==> config.mk <==
export PLATFORM = sky130hd
export DESIGN_NAME = evt_irq_agg
export DESIGN_NICKNAME = d
export VERILOG_FILES = /design/src/rtl/evt_irq_pkg.sv /design/src/rtl/evt_edge_det.sv /design/src/rtl/evt_status_bank.sv /design/src/rtl/evt_irq_agg.sv
export SDC_FILE = /design/constraint.sdc
export NUM_CORES = 1
export LEC_CHECK = 0
export CAP_MARGIN = 10
export CORE_MARGIN = 1.5
export CORE_UTILIZATION = 36
export CTS_CLUSTER_DIAMETER = 200
export DETAILED_ROUTE_END_ITERATION = 7
export HOLD_SLACK_MARGIN = 0.02
export PLACE_DENSITY = 0.75
export REMOVE_ABC_BUFFERS = 1
export SLEW_MARGIN = 25
export SYNTH_ARGS = -nofsm -noshare
export SYNTH_HDL_FRONTEND = slang
export SYNTH_HIERARCHICAL = 1
export SYNTH_SLANG_ARGS = --single-unit
export TNS_END_PERCENT = 10
==> constraint.sdc <==
create_clock -name clk_i -period 1.1 [get_ports clk_i]
set_clock_uncertainty 0.15 [all_clocks]
set_input_delay 0.165 -clock clk_i [delete_from_list [all_inputs] [get_ports clk_i]]
set_output_delay 0.165 -clock clk_i [all_outputs]
set_load 0.02 [all_outputs]
==> src/rtl/evt_irq_pkg.sv <==
package evt_irq_pkg;
  localparam int REG_W     = 32;
  localparam int HALF_W    = 16;
  localparam int STS_SHIFT = 16;
endpackage

==> src/rtl/evt_edge_det.sv <==
module evt_edge_det #(
  parameter int W = 7
) (
  input  logic         clk_i,
  input  logic         rst_ni,
  input  logic [W-1:0] lvl_i,
  output logic [W-1:0] rise_o
);
  logic [W-1:0] lvl_q;

  always_ff @(posedge clk_i or negedge rst_ni) begin
    if (!rst_ni) lvl_q <= '0;
    else         lvl_q <= lvl_i;
  end

  assign rise_o = lvl_i & ~lvl_q;
endmodule

==> src/rtl/evt_status_bank.sv <==
module evt_status_bank #(
  parameter int W = 7
) (
  input  logic         clk_i,
  input  logic         rst_ni,
  input  logic         wr_i,
  input  logic [W-1:0] en_wdata_i,
  input  logic [W-1:0] clr_i,
  input  logic [W-1:0] set_i,
  output logic [W-1:0] en_o,
  output logic [W-1:0] sts_o
);
  logic [W-1:0] en_q, sts_q;

  for (genvar i = 0; i < W; i++) begin : g_bit
    always_ff @(posedge clk_i or negedge rst_ni) begin
      if (!rst_ni)   en_q[i] <= 1'b0;
      else if (wr_i) en_q[i] <= en_wdata_i[i];
    end

    // new event beats a simultaneous clear
    always_ff @(posedge clk_i or negedge rst_ni) begin
      if (!rst_ni)                 sts_q[i] <= 1'b0;
      else if (set_i[i])           sts_q[i] <= 1'b1;
      else if (wr_i && clr_i[i])   sts_q[i] <= 1'b0;
    end
  end

  assign en_o  = en_q;
  assign sts_o = sts_q;

  logic past_ok;
  always_ff @(posedge clk_i or negedge rst_ni) begin
    if (!rst_ni) past_ok <= 1'b0;
    else         past_ok <= 1'b1;
  end

  assert_set_wins_R5: assert property (@(posedge clk_i) disable iff (!rst_ni)
    (set_i != '0) |=> ((sts_q & $past(set_i)) == $past(set_i)));

  assert_w1c_R4: assert property (@(posedge clk_i) disable iff (!rst_ni)
    (wr_i && ((clr_i & ~set_i) != '0)) |=> ((sts_q & $past(clr_i & ~set_i)) == '0));

  assert_no_spurious_set_R3: assert property (@(posedge clk_i) disable iff (!rst_ni)
    past_ok |-> ((sts_q & ~$past(sts_q) & ~$past(set_i)) == '0));

  assert_en_hold_R1: assert property (@(posedge clk_i) disable iff (!rst_ni)
    (past_ok && !$past(wr_i)) |-> $stable(en_q));
endmodule

==> src/rtl/evt_irq_agg.sv <==
module evt_irq_agg
  import evt_irq_pkg::*;
#(
  parameter int NUM_SRC = 7,
  parameter int SRC_OFS = 0
) (
  input  logic               clk_i,
  input  logic               rst_ni,
  input  logic [NUM_SRC-1:0] src_i,
  input  logic               req_i,
  input  logic               we_i,
  input  logic [REG_W-1:0]   wdata_i,
  output logic [REG_W-1:0]   rdata_o,
  output logic               irq_o
);
  localparam int EN_LO = SRC_OFS;
  localparam int EN_HI = SRC_OFS + NUM_SRC - 1;
  localparam int ST_LO = EN_LO + STS_SHIFT;
  localparam int ST_HI = EN_HI + STS_SHIFT;

  logic               wr, rd;
  logic [NUM_SRC-1:0] rise, en, sts;
  logic [REG_W-1:0]   reg_view, rdata_q;
  logic               irq_q;

  assign wr = req_i & we_i;
  assign rd = req_i & ~we_i;

  evt_edge_det #(.W(NUM_SRC)) u_edge (
    .clk_i  (clk_i),
    .rst_ni (rst_ni),
    .lvl_i  (src_i),
    .rise_o (rise)
  );

  evt_status_bank #(.W(NUM_SRC)) u_bank (
    .clk_i      (clk_i),
    .rst_ni     (rst_ni),
    .wr_i       (wr),
    .en_wdata_i (wdata_i[EN_HI:EN_LO]),
    .clr_i      (wdata_i[ST_HI:ST_LO]),
    .set_i      (rise),
    .en_o       (en),
    .sts_o      (sts)
  );

  logic unused_wdata;
  assign unused_wdata = ^wdata_i;

  always_comb begin
    reg_view              = '0;
    reg_view[EN_HI:EN_LO] = en;
    reg_view[ST_HI:ST_LO] = sts;
  end

  always_ff @(posedge clk_i or negedge rst_ni) begin
    if (!rst_ni)  rdata_q <= '0;
    else if (rd)  rdata_q <= reg_view;
  end

  always_ff @(posedge clk_i or negedge rst_ni) begin
    if (!rst_ni) irq_q <= 1'b0;
    else         irq_q <= |(sts & en);
  end

  assign rdata_o = rdata_q;
  assign irq_o   = irq_q;

  logic past_ok;
  always_ff @(posedge clk_i or negedge rst_ni) begin
    if (!rst_ni) past_ok <= 1'b0;
    else         past_ok <= 1'b1;
  end

  assert_irq_follows_R6: assert property (@(posedge clk_i) disable iff (!rst_ni)
    past_ok |-> (irq_o == |($past(sts) & $past(en))));

  assert_read_latency_R10: assert property (@(posedge clk_i) disable iff (!rst_ni)
    rd |=> (rdata_o[ST_HI:ST_LO] == $past(sts) && rdata_o[EN_HI:EN_LO] == $past(en)));

  assert_rdata_hold_R10: assert property (@(posedge clk_i) disable iff (!rst_ni)
    (past_ok && !$past(rd)) |-> $stable(rdata_o));

  assert_irq_level_R7: assert property (@(posedge clk_i) disable iff (!rst_ni)
    (irq_o && ((sts & en) != '0)) |=> irq_o);
endmodule

Yosys cells after proc, flatten, opt, wreduce, memory -nomap -nowiden
Cells that the tools add are included.
{"block": "word_totals", "register_bits": 36, "inputBits": 43, "output_inout_bits": 33, "word_cells": 52}
{"block": "classes", "muxes": 14, "bitwise_logic": 6, "n_reduce_logical": 15}
{"operator": "7-bit AND", "count": 2}
{"operator": "1-bit two-way mux", "count": 14}
{"operator": "2-bit nonzero test", "count": 7}
{"operator": "1-bit logical AND", "count": 7}
{"operator": "7-bit inverter", "count": 1}
{"operator": "7-bit OR reduction", "count": 1}
{"operator": "1-bit AND", "count": 2}
{"operator": "1-bit inverter", "count": 1}

Logic depth before layout (Yosys ltp)
Gate-level depths: netlist of the first run.
{"block": "logic_depth", "ltp_word": 4, "depth_mapped": 4, "depth_no_buf": 3}

By module
Netlist of the first run, hierarchy kept.
{"mod": "evt_irq_agg", "n_inst": 1, "cells_each": 55, "area_per_inst_um2": 780.7, "seq_area_each_um2": 375.4}
{"mod": "evt_status_bank", "n_inst": 1, "cells_each": 36, "area_per_inst_um2": 530.5, "seq_area_each_um2": 350.3}
{"mod": "evt_edge_det", "n_inst": 1, "cells_each": 14, "area_per_inst_um2": 271.5, "seq_area_each_um2": 175.2}

Worst setup path before layout of the first run
No wires, ideal clock.
{"block": "synth_path", "kind": "input to register", "start": "in req_i", "end": "reg u_bank.en_q[0] (netlist: u_bank/en_o[0])", "setup_ns": 0.125, "arrival_time_ns": 0.799, "t_required_ns": 0.825, "setup_slack_ns": 0.026, "stages": 3, "n_path_buf": 1, "cell_sequence": "and2_2 buf_6 mux2_4"}
{"block": "synth_via", "elab_chain_len": 1}
{"element": "start, declared", "line_no": "evt_irq_agg.sv:10", "rtl": "input logic req_i,"}
{"element": "1-bit AND", "line_no": "evt_irq_agg.sv:26", "rtl": "assign wr = req_i & we_i;"}
{"element": "end signal, assigned by index", "line_no": "evt_status_bank.sv:18", "rtl": "else if (wr_i) en_q[i] <= en_wdata_i[i];"}
{"element": "end, declared", "line_no": "evt_status_bank.sv:13", "rtl": "logic [W-1:0] en_q, sts_q;"}
No other way between the ends.
A chain may end at the register's enable or synchronous reset.

Worst setup path after layout of the first run
{"block": "layout_path", "start": "reg rdata_q[2] (netlist: rdata_o[2])", "end": "out rdata_o[2]"}
{"element": "start, declared", "line_no": "evt_irq_agg.sv:23", "rtl": "logic [REG_W-1:0] reg_view, rdata_q;"}
{"element": "start signal, assigned", "line_no": "evt_irq_agg.sv:58", "rtl": "else if (rd) rdata_q <= reg_view;"}
{"element": "end, declared", "line_no": "evt_irq_agg.sv:13", "rtl": "output logic [REG_W-1:0] rdata_o,"}
No word-level cell between the ends.

==> flow_metrics.tcl, run 1 <==
set metrics [dict create \
    status "complete, but fails checks" \
    failed_checks "negative setup slack" \
    rsz0062_at_grt "true" \
    syn_to_final_growth_pct 35.5 \
    cts_root_buffer "clkbuf_8" \
    detail_route.wl_per_cell_um 14.1 \
    hold_path_end "u_edge/lvl_q[2]" \
    routed_wl_um 3040 \
    power.static_leakage_nw 1.02 \
    synth_seq_cells 36 \
    dieArea_sq_um 4800 \
    whs_path_depth 1 \
    hpwl_um 2020 \
    timing.fmax_mhz 874 \
    cp_num_buf_inv 1 \
    synth_top_area_share_pct 56.9 \
    min_path_type "primary input to flip-flop" \
    period_share_pct 104 \
    htreeDepth 2 \
    max_stage_delay_ps 400 \
    yosysTopAreaCell "dfrtp_1" \
    antenna_found_initial 0 \
    grt_use_total_pct 14.1 \
    synth.yosys.seq_area_share_pct 56.9 \
    switching_power_uw 984 \
    seq_power_share_pct 47.0 \
    final_net_count 208 \
    vias 933 \
    rr_startpoint "u_bank/sts_o[4]" \
    cts_buffers 5 \
    ff_latch_area_sq_um 901 \
    synthCells 105 \
    power_density_nw_per_um2 1630 \
    die_height_um 69.3 \
    mostFrequentLayoutCell "dfrtp_1" \
    cts.clk_slew.worst_paths_ps 70 \
    finalPower_mw 3.51 \
    final_cell_area_sq_um 2140 \
    cp-end-kind "output port" \
    reg2reg_to "irq_o" \
    grt_pass1_vias 1010 \
    setup_violations 16 \
    drv_cap 0 \
    dr.pass1.iters 4 \
    synthTopCellsByArea "dfrtp_1 57%, mux2_4 12%, buf_4 8.5%" \
    syn_avg_cell_area_sq_um 15.1 \
    core_area_sq_um 4120 \
    start_util_pct 38.5 \
    fp.dieW_um 69.3 \
    clock_sinks 36 \
    gp_congestion 0.766 \
    mostFrequentLayoutCells "36 x dfrtp_1, 21 x clkdlybuf4s50_1, 18 x conb_1" \
    arrival_ps 830 \
    cts_tree "done" \
    overflow 0 \
    r2r_slack_ps -30 \
    cp-startpoint "rdata_o[2]" \
    internal_power_mw 2.52 \
    hold_violations 0 \
    timing_worst_setup_path_type "flip-flop to output port" \
    drtIter0Drc 56 \
    worst_slack_ps -44.4 \
    grt_max_degree 37 \
    drive_above_1_share_pct 41.8 \
    power_frac_comb_pct 28.1 \
    insertion_delay_ps 290 \
    grt_pass1_wl_um 5120 \
    critPathLaunchType "flip-flop" \
    fillers 344 \
    drc 0 \
    slew_viol_final 0 \
    required_ps 780 \
    io_buffers 39 \
    critPathTopFamily "flip-flops" \
    boundaryPins 76 \
    rows 23 \
    syn_area_sq_um 1580 \
    clk_path_buf_depth 2 \
    min_from "src_i[2]" \
    ff2ff_path_depth 2 \
    crit_slowest_cell "dfrtp_1" \
    fin_crit_ps 1140 \
    pwr-share-clk_pct 24.8 \
    yosysWarnings 6 \
    yosysUniqueCellTypes 15 \
    viasPerCell 4.34 \
    crit_chain "buf_6" \
    ir_worst_vdd_v 0.000499 \
    multiInputGateArea_sq_um 589 \
    p_sw_share_pct 28.1 \
    dpl-instance-area_sq_um 2060 \
    ant_nets 0 \
    path_max_fanout 2 \
    num_antenna_cells 0 \
]
-- timing repair --
| item | in CTS | in global routing |
|---|---|---|
| resized for setup | 76 | 1 |
| buffers inserted | 0 | 0 |
| hold endpoints to repair | 36 | 0 |
| cloned | 2 | 0 |
| setup endpoints to repair | 44 | 27 |
| pin swaps | 0 | 0 |
| hold buffers | 1 | 0 |
-- through the flow --
stage	setup TNS, ps	cells	hold WS (ps)	utilization (%)	setup slack [ps]
global route	-1060	215	204	52.1	-79.4
floorplan	0	102	-281	-	31.0
detailed placement	-15030	205	-6.29	50.0	-544
finish	-485	215	202	52.1	-44.4
global placement	-14760	205	-12.4	50.0	-518
CTS	-675	215	200	52.2	-50.7
-- per-layer routing --
layer | GRT usage (%) | vias up | routed length (um)
li1 | - | 438 | -
met1 | 17.8 | 436 | 1390
met2 | 20.5 | 51 | 1320
met3 | 5.52 | 8 | 249
met4 | 7.84 | 0 | 74
met5 | 0 | - | 0
-- cell families (layout without fill, tap and decap cells) --
family                 count (synthesis)  after routing  synth area share (%)
DFF                                   36             36                  56.9
muxes                                 21             21                  18.0
buffers and inverters                 20             62                  10.5
and+or+nand+nor                       17             18                  9.41
AOI/OAI and AO/OA                     10             10                  4.90
other                                  1             18                 0.237
-- registers in the layout, summed over array words and instances (netlist names) --
register,cells
rdata_o,14
u_bank/sts_o,7
u_edge/lvl_q,7
u_bank/en_o,7
irq_o,1
-- power by group through the flow --
stage | clock network (mW) | registers, mW | logic [mW]
2_1_floorplan | 0 | 1.80 | 0.341
3_3_place_gp | 0 | 1.66 | 1.01
3_5_place_dp | 0 | 1.67 | 1.02
4_1_cts | 0.892 | 1.65 | 0.997
5_1_grt | 0.961 | 1.68 | 1.05
6_report | 0.870 | 1.65 | 0.986
-- synthesized netlist by cell type, drive strengths merged --
master,n
nand2b,1
buf,20
nand3,1
dfrtp,36
a21o,7
a222oi,1
a22oi,2
conb,1
and2,1
nor2b,7
nand2,7
mux2,21
-- area by class of cell --
| cell class | instances | share of cell area, % |
|---|---|---|
| timing repair buffer | 55 | 24.0 |
| multi-input combinational | 67 | 27.5 |
| tap | 50 | 2.92 |
| clock inverter | 1 | 0.233 |
| sequential | 36 | 42.0 |
| clock buffer | 6 | 3.38 |
-- how the worst max path moves through the flow --
stage / end / cells past startpoint
global placement: u_bank/en_o[4] / 4
detailed placement: u_bank/en_o[2] / 4
global route: irq_o / 2
floorplan: u_bank/en_o[1] / 2
CTS: irq_o / 2
finish: rdata_o[2] / 1
(Power assumes the default switching activity.)
==> inputs of run 2 (changes only) <==
Settings changed: SETUP_SLACK_MARGIN set to 0.5.
==> run 2 against run 1 <==
The run ends with negative hold slack, negative setup slack left. Final area rose by 0.99%. Die area did not move. Maximum frequency fell by 0.24%. Register-to-register slack barely moved. Utilization rose by 0.52 points. Setup slack got worse by 2.8 ps. Worst hold slack got worse by 520 ps. Clock power fell by 1%. First-iteration DRC count rose by 3.6%. Critical path type unchanged. Non-clock buffer count did not move. Largest cell class unchanged.
==> flow_metrics.tcl, run 2 (synthesis results as in run 1) <==
set metrics [dict create \
    routed_wl_um 3070 \
    mostFrequentLayoutCell "dfrtp_1" \
    slew_viol_final 0 \
    ant_nets 0 \
    num_antenna_cells 0 \
    grt_pass1_vias 1026 \
    detail_route.wl_per_cell_um 14.3 \
    rows 23 \
    finalPower_mw 3.53 \
    syn_to_final_growth_pct 36.8 \
    clock_sinks 36 \
    antenna_found_initial 0 \
    whs_ps -319 \
    fillers 340 \
    largest_reg_flops 14 \
    gp_congestion 0.766 \
    cts.clk_slew.worst_paths_ps 70 \
    crit_chain "buf_6" \
    hpwl_um 2020 \
    critPathLaunchType "flip-flop" \
    min_path_type "primary input to asynchronous set/reset pin" \
    power_density_nw_per_um2 1630 \
    status "complete, but fails checks" \
    cp_num_buf_inv 1 \
    crit_slowest_cell "dfrtp_1" \
    drc 0 \
    fp.dieW_um 69.3 \
    grt_pass1_wl_um 5120 \
    hold_violations 40 \
    grt_use_total_pct 14.2 \
    timing_worst_setup_path_type "flip-flop to output port" \
    drtIter0Drc 58 \
    boundaryPins 76 \
    viasPerCell 4.40 \
    ff_latch_area_sq_um 901 \
    insertion_delay_ps 290 \
    failed_checks "negative hold slack, negative setup slack" \
    critPathTopFamily "flip-flops" \
    drive_above_1_share_pct 43.0 \
    io_buffers 39 \
    stdcell_count 215 \
    dr.pass1.iters 4 \
    required_ps 780 \
    setup_violations 16 \
    rsz0062_at_grt "true" \
    cts_buffers 5 \
    clk_path_buf_depth 2 \
    overflow 0 \
    path_max_fanout 2 \
    mostFrequentLayoutCells "36 x dfrtp_1, 18 x conb_1, 16 x mux2_4" \
    period_share_pct 104 \
    power.static_leakage_nw 1.06 \
    arrival_ps 830 \
    final_net_count 208 \
    ir_worst_vdd_v 0.000502 \
    dieArea_sq_um 4800 \
    grt_max_degree 37 \
    die_height_um 69.3 \
    multiInputGateArea_sq_um 601 \
    drv_cap 0 \
    cts_root_buffer "clkbuf_8" \
    fin_crit_ps 1150 \
    start_util_pct 38.5 \
    core_area_sq_um 4120 \
    cts_tree "done" \
    cp-end-kind "output port" \
    vias 945 \
    htreeDepth 2 \
    r2r_slack_ps -30 \
    dp_cells 205 \
    max_stage_delay_ps 400 \
    timing.fmax_mhz 872 \
    worst_slack_ps -47.2 \
]
[run 2: changes by cell type in the layout (fill, tap and decap cells not counted), moves of 2 or more]
| cell | before | now |
|---|---|---|
| clkdlybuf4s50_1 | 21 | 14 |
| buf_6 | 6 | 10 |
| dlygate4sd2_1 | 1 | 5 |
| mux2_2 | 8 | 5 |
| mux2_4 | 13 | 16 |
| dlymetal6s2s_1 | 0 | 2 |
[run 2: layout make-up]
type | count | area share [%]
tap | 50 | 2.89
sequential | 36 | 41.6
clock inverter | 1 | 0.231
clock buffer | 6 | 3.35
multi-input combinational | 67 | 27.7
timing repair buffer | 55 | 24.2
[run 2: where the power goes]
| group | switching (mW) | internal (mW) | leakage [nW] |
|---|---|---|---|
| combinational | 0.422 | 0.598 | 0.614 |
| clock | 0.428 | 0.429 | 0.0410 |
| sequential | 0.135 | 1.52 | 0.403 |
| total | 0.984 | 2.55 | 1.06 |
[run 2: what timing repair did]
action	CTS	global route
setup buffers	0	1
cloned	2	0
endpoints found under the setup margin	45	45
pin swaps	5	4
hold endpoints to repair	40	41
resized for setup	93	6
[run 2: path summary, 6_finish.rpt]
| path | cells past startpoint | to | from |
|---|---|---|---|
| setup reg to reg | 2 | irq_o | u_bank/sts_o[4] |
| min in group clk_i | 1 | u_edge/lvl_q[4] | src_i[4] |
| max in group asynchronous | 2 | u_bank/en_o[4] | rst_ni |
| hold / removal | 2 | irq_o | rst_ni |
| setup / recovery | 1 | rdata_o[2] | rdata_o[2] |
| hold reg to reg | 1 | rdata_o[17] | rdata_o[17] |
[run 2: per-stage QoR]
step / TNS [ps] / hold WS [ps] / setup WS [ps] / util (%) / area (sq um)
finish: -458 / -319 / -47.2 / 52.6 / 2170
detailed placement: -15030 / -6.29 / -544 / 50.0 / 2060
CTS: -675 / -321 / -50.7 / 52.0 / 2140
global route: -1020 / -310 / -80.4 / 52.6 / 2170
floorplan: 0 / -281 / 31.0 / - / 1480
global placement: -14760 / -12.4 / -518 / 50.0 / 2060
[run 2: per-layer routing]
| metal | routed length, um | vias up | global-route usage, % |
|---|---|---|---|
| met2 | 1380 | 49 | 20.6 |
| met3 | 252 | 8 | 5.52 |
| met1 | 1360 | 449 | 17.9 |
| met5 | 0 | - | 0 |
| li1 | - | 439 | - |
| met4 | 74 | 0 | 7.84 |
==> inputs of run 3 (changes only) <==
Settings changed: CTS_BUF_LIST set to sky130_fd_sc_hd__clkbuf_16, PLACE_DENSITY 0.75 to 0.78.
==> run 3 against run 2 <==
The flow still finishes with violations (negative hold slack, negative setup slack). Non-clock buffer count rose by 3. Sequential power barely moved. Via count rose by 1.2%. Wire length rose by 0.36%. Utilization rose by 2.6 points. Total power rose by 14%. Critical endpoint is now irq_o.
==> flow_metrics.tcl, run 3 (synthesis results as in run 1) <==
set metrics [dict create \
    gp_congestion 0.722 \
    num_antenna_cells 0 \
    critPathLaunchType "flip-flop" \
    dp_worst_setup_slack_ps -497 \
    clk_path_buf_depth 2 \
    final_cell_area_sq_um 2270 \
    largest_reg_flops 14 \
    rows 23 \
    drc 0 \
    power.static_leakage_nw 1.12 \
    start_util_pct 38.5 \
    insertion_delay_ps 270 \
    power_density_nw_per_um2 1770 \
    period_share_pct 106 \
    setup_violations 15 \
    cts_buffers 5 \
    finalPower_mw 4.02 \
    dp_cells 206 \
    failed_checks "negative hold slack, negative setup slack" \
    cts_root_buffer "clkbuf_16" \
    fin_crit_ps 1160 \
    drv_cap 0 \
    htreeDepth 2 \
    antenna_found_initial 0 \
    rsz0062_at_grt "true" \
    cts.clk_slew.worst_paths_ps 60 \
    detail_route.wl_per_cell_um 14.1 \
    routed_wl_um 3080 \
    core_area_sq_um 4120 \
    grt_pass1_vias 1024 \
    cts_tree "done" \
    boundaryPins 76 \
    cp-end-kind "flip-flop" \
    wl_met3_um 220 \
    ir_worst_vdd_v 0.00101 \
    vias 956 \
    fillers 346 \
    hpwl_um 2040 \
    wl_met2_um 1570 \
    worst_slack_ps -62.7 \
    dr.pass1.iters 4 \
    status "complete, but fails checks" \
    grt_pass1_wl_um 5190 \
    path_max_fanout 2 \
    mostFrequentLayoutCell "dfrtp_1" \
    mostFrequentLayoutCells "36 x dfrtp_1, 18 x mux2_4, 18 x conb_1" \
    fp.dieW_um 69.3 \
    clock_sinks 36 \
    arrival_ps 1150 \
    setup-tns-final_ps -325 \
    multiInputGateArea_sq_um 616 \
    timing.fmax_mhz 860 \
    dieArea_sq_um 4800 \
    whs_ps -309 \
    wl_met1_um 1250 \
    slew_viol_final 0 \
    ant_nets 0 \
    viasPerCell 4.37 \
    syn_to_final_growth_pct 43.7 \
    required_ps 1090 \
    drive_above_1_share_pct 45.0 \
    stdcell_count 219 \
    grt_use_total_pct 14.1 \
    r2r_slack_ps -60 \
    ff_latch_area_sq_um 901 \
    min_path_type "primary input to asynchronous set/reset pin" \
    die_height_um 69.3 \
    top_layer "met4" \
    drtIter0Drc 46 \
    io_buffers 39 \
    grt_max_degree 37 \
    dpl-instance-area_sq_um 2070 \
    final_util_pct 55.3 \
    timing_worst_setup_path_type "flip-flop to flip-flop" \
    final_net_count 211 \
    overflow 0 \
    hold_violations 41 \
]
==> run 3: critical path, stage by stage (launching register included) <==
cell and delay (ps):
dfrtp_1 400, a222oi_1 350, nand3_1 130
==> run 3: worst paths after layout <==
check	to	startpoint	cells past startpoint
worst max-delay path	irq_o	u_bank/sts_o[4]	2
worst min-delay path	rdata_o[3]	rst_ni	2
worst max register to register	irq_o	u_bank/sts_o[4]	2
worst min register to register	rdata_o[1]	rdata_o[1]	1
max in group asynchronous	rdata_o[21]	rst_ni	2
min in group clk_i	u_edge/lvl_q[0]	src_i[0]	1
==> run 3: metal layers <==
layer	vias up	global-route usage (%)
met3	6	5.96
met1	460	16.0
met2	44	23.7
met5	-	0
li1	446	-
met4	0	5.23
==> run 3: cell type report <==
type	instances	area share, %
clock buffers	5	5.50
repair buffers	58	24.5
well taps	50	2.75
multi-input cells	67	27.1
clock inverters	3	0.605
flip-flops and latches	36	39.6
==> run 3: report_power, final <==
| group | internal (mW) | total [mW] | switching, mW |
|---|---|---|---|
| registers | 1.52 | 1.66 | 0.138 |
| clock network | 0.821 | 1.31 | 0.492 |
| logic | 0.614 | 1.05 | 0.432 |
==> run 3: what timing repair did <==
| item | 4_1_cts | 5_1_grt |
|---|---|---|
| setup endpoints to repair | 45 | 45 |
| setup buffers | 3 | 0 |
| pin swaps | 3 | 7 |
| gates resized for setup | 94 | 11 |
| cloned | 2 | 0 |
| endpoints found under the hold margin | 40 | 42 |
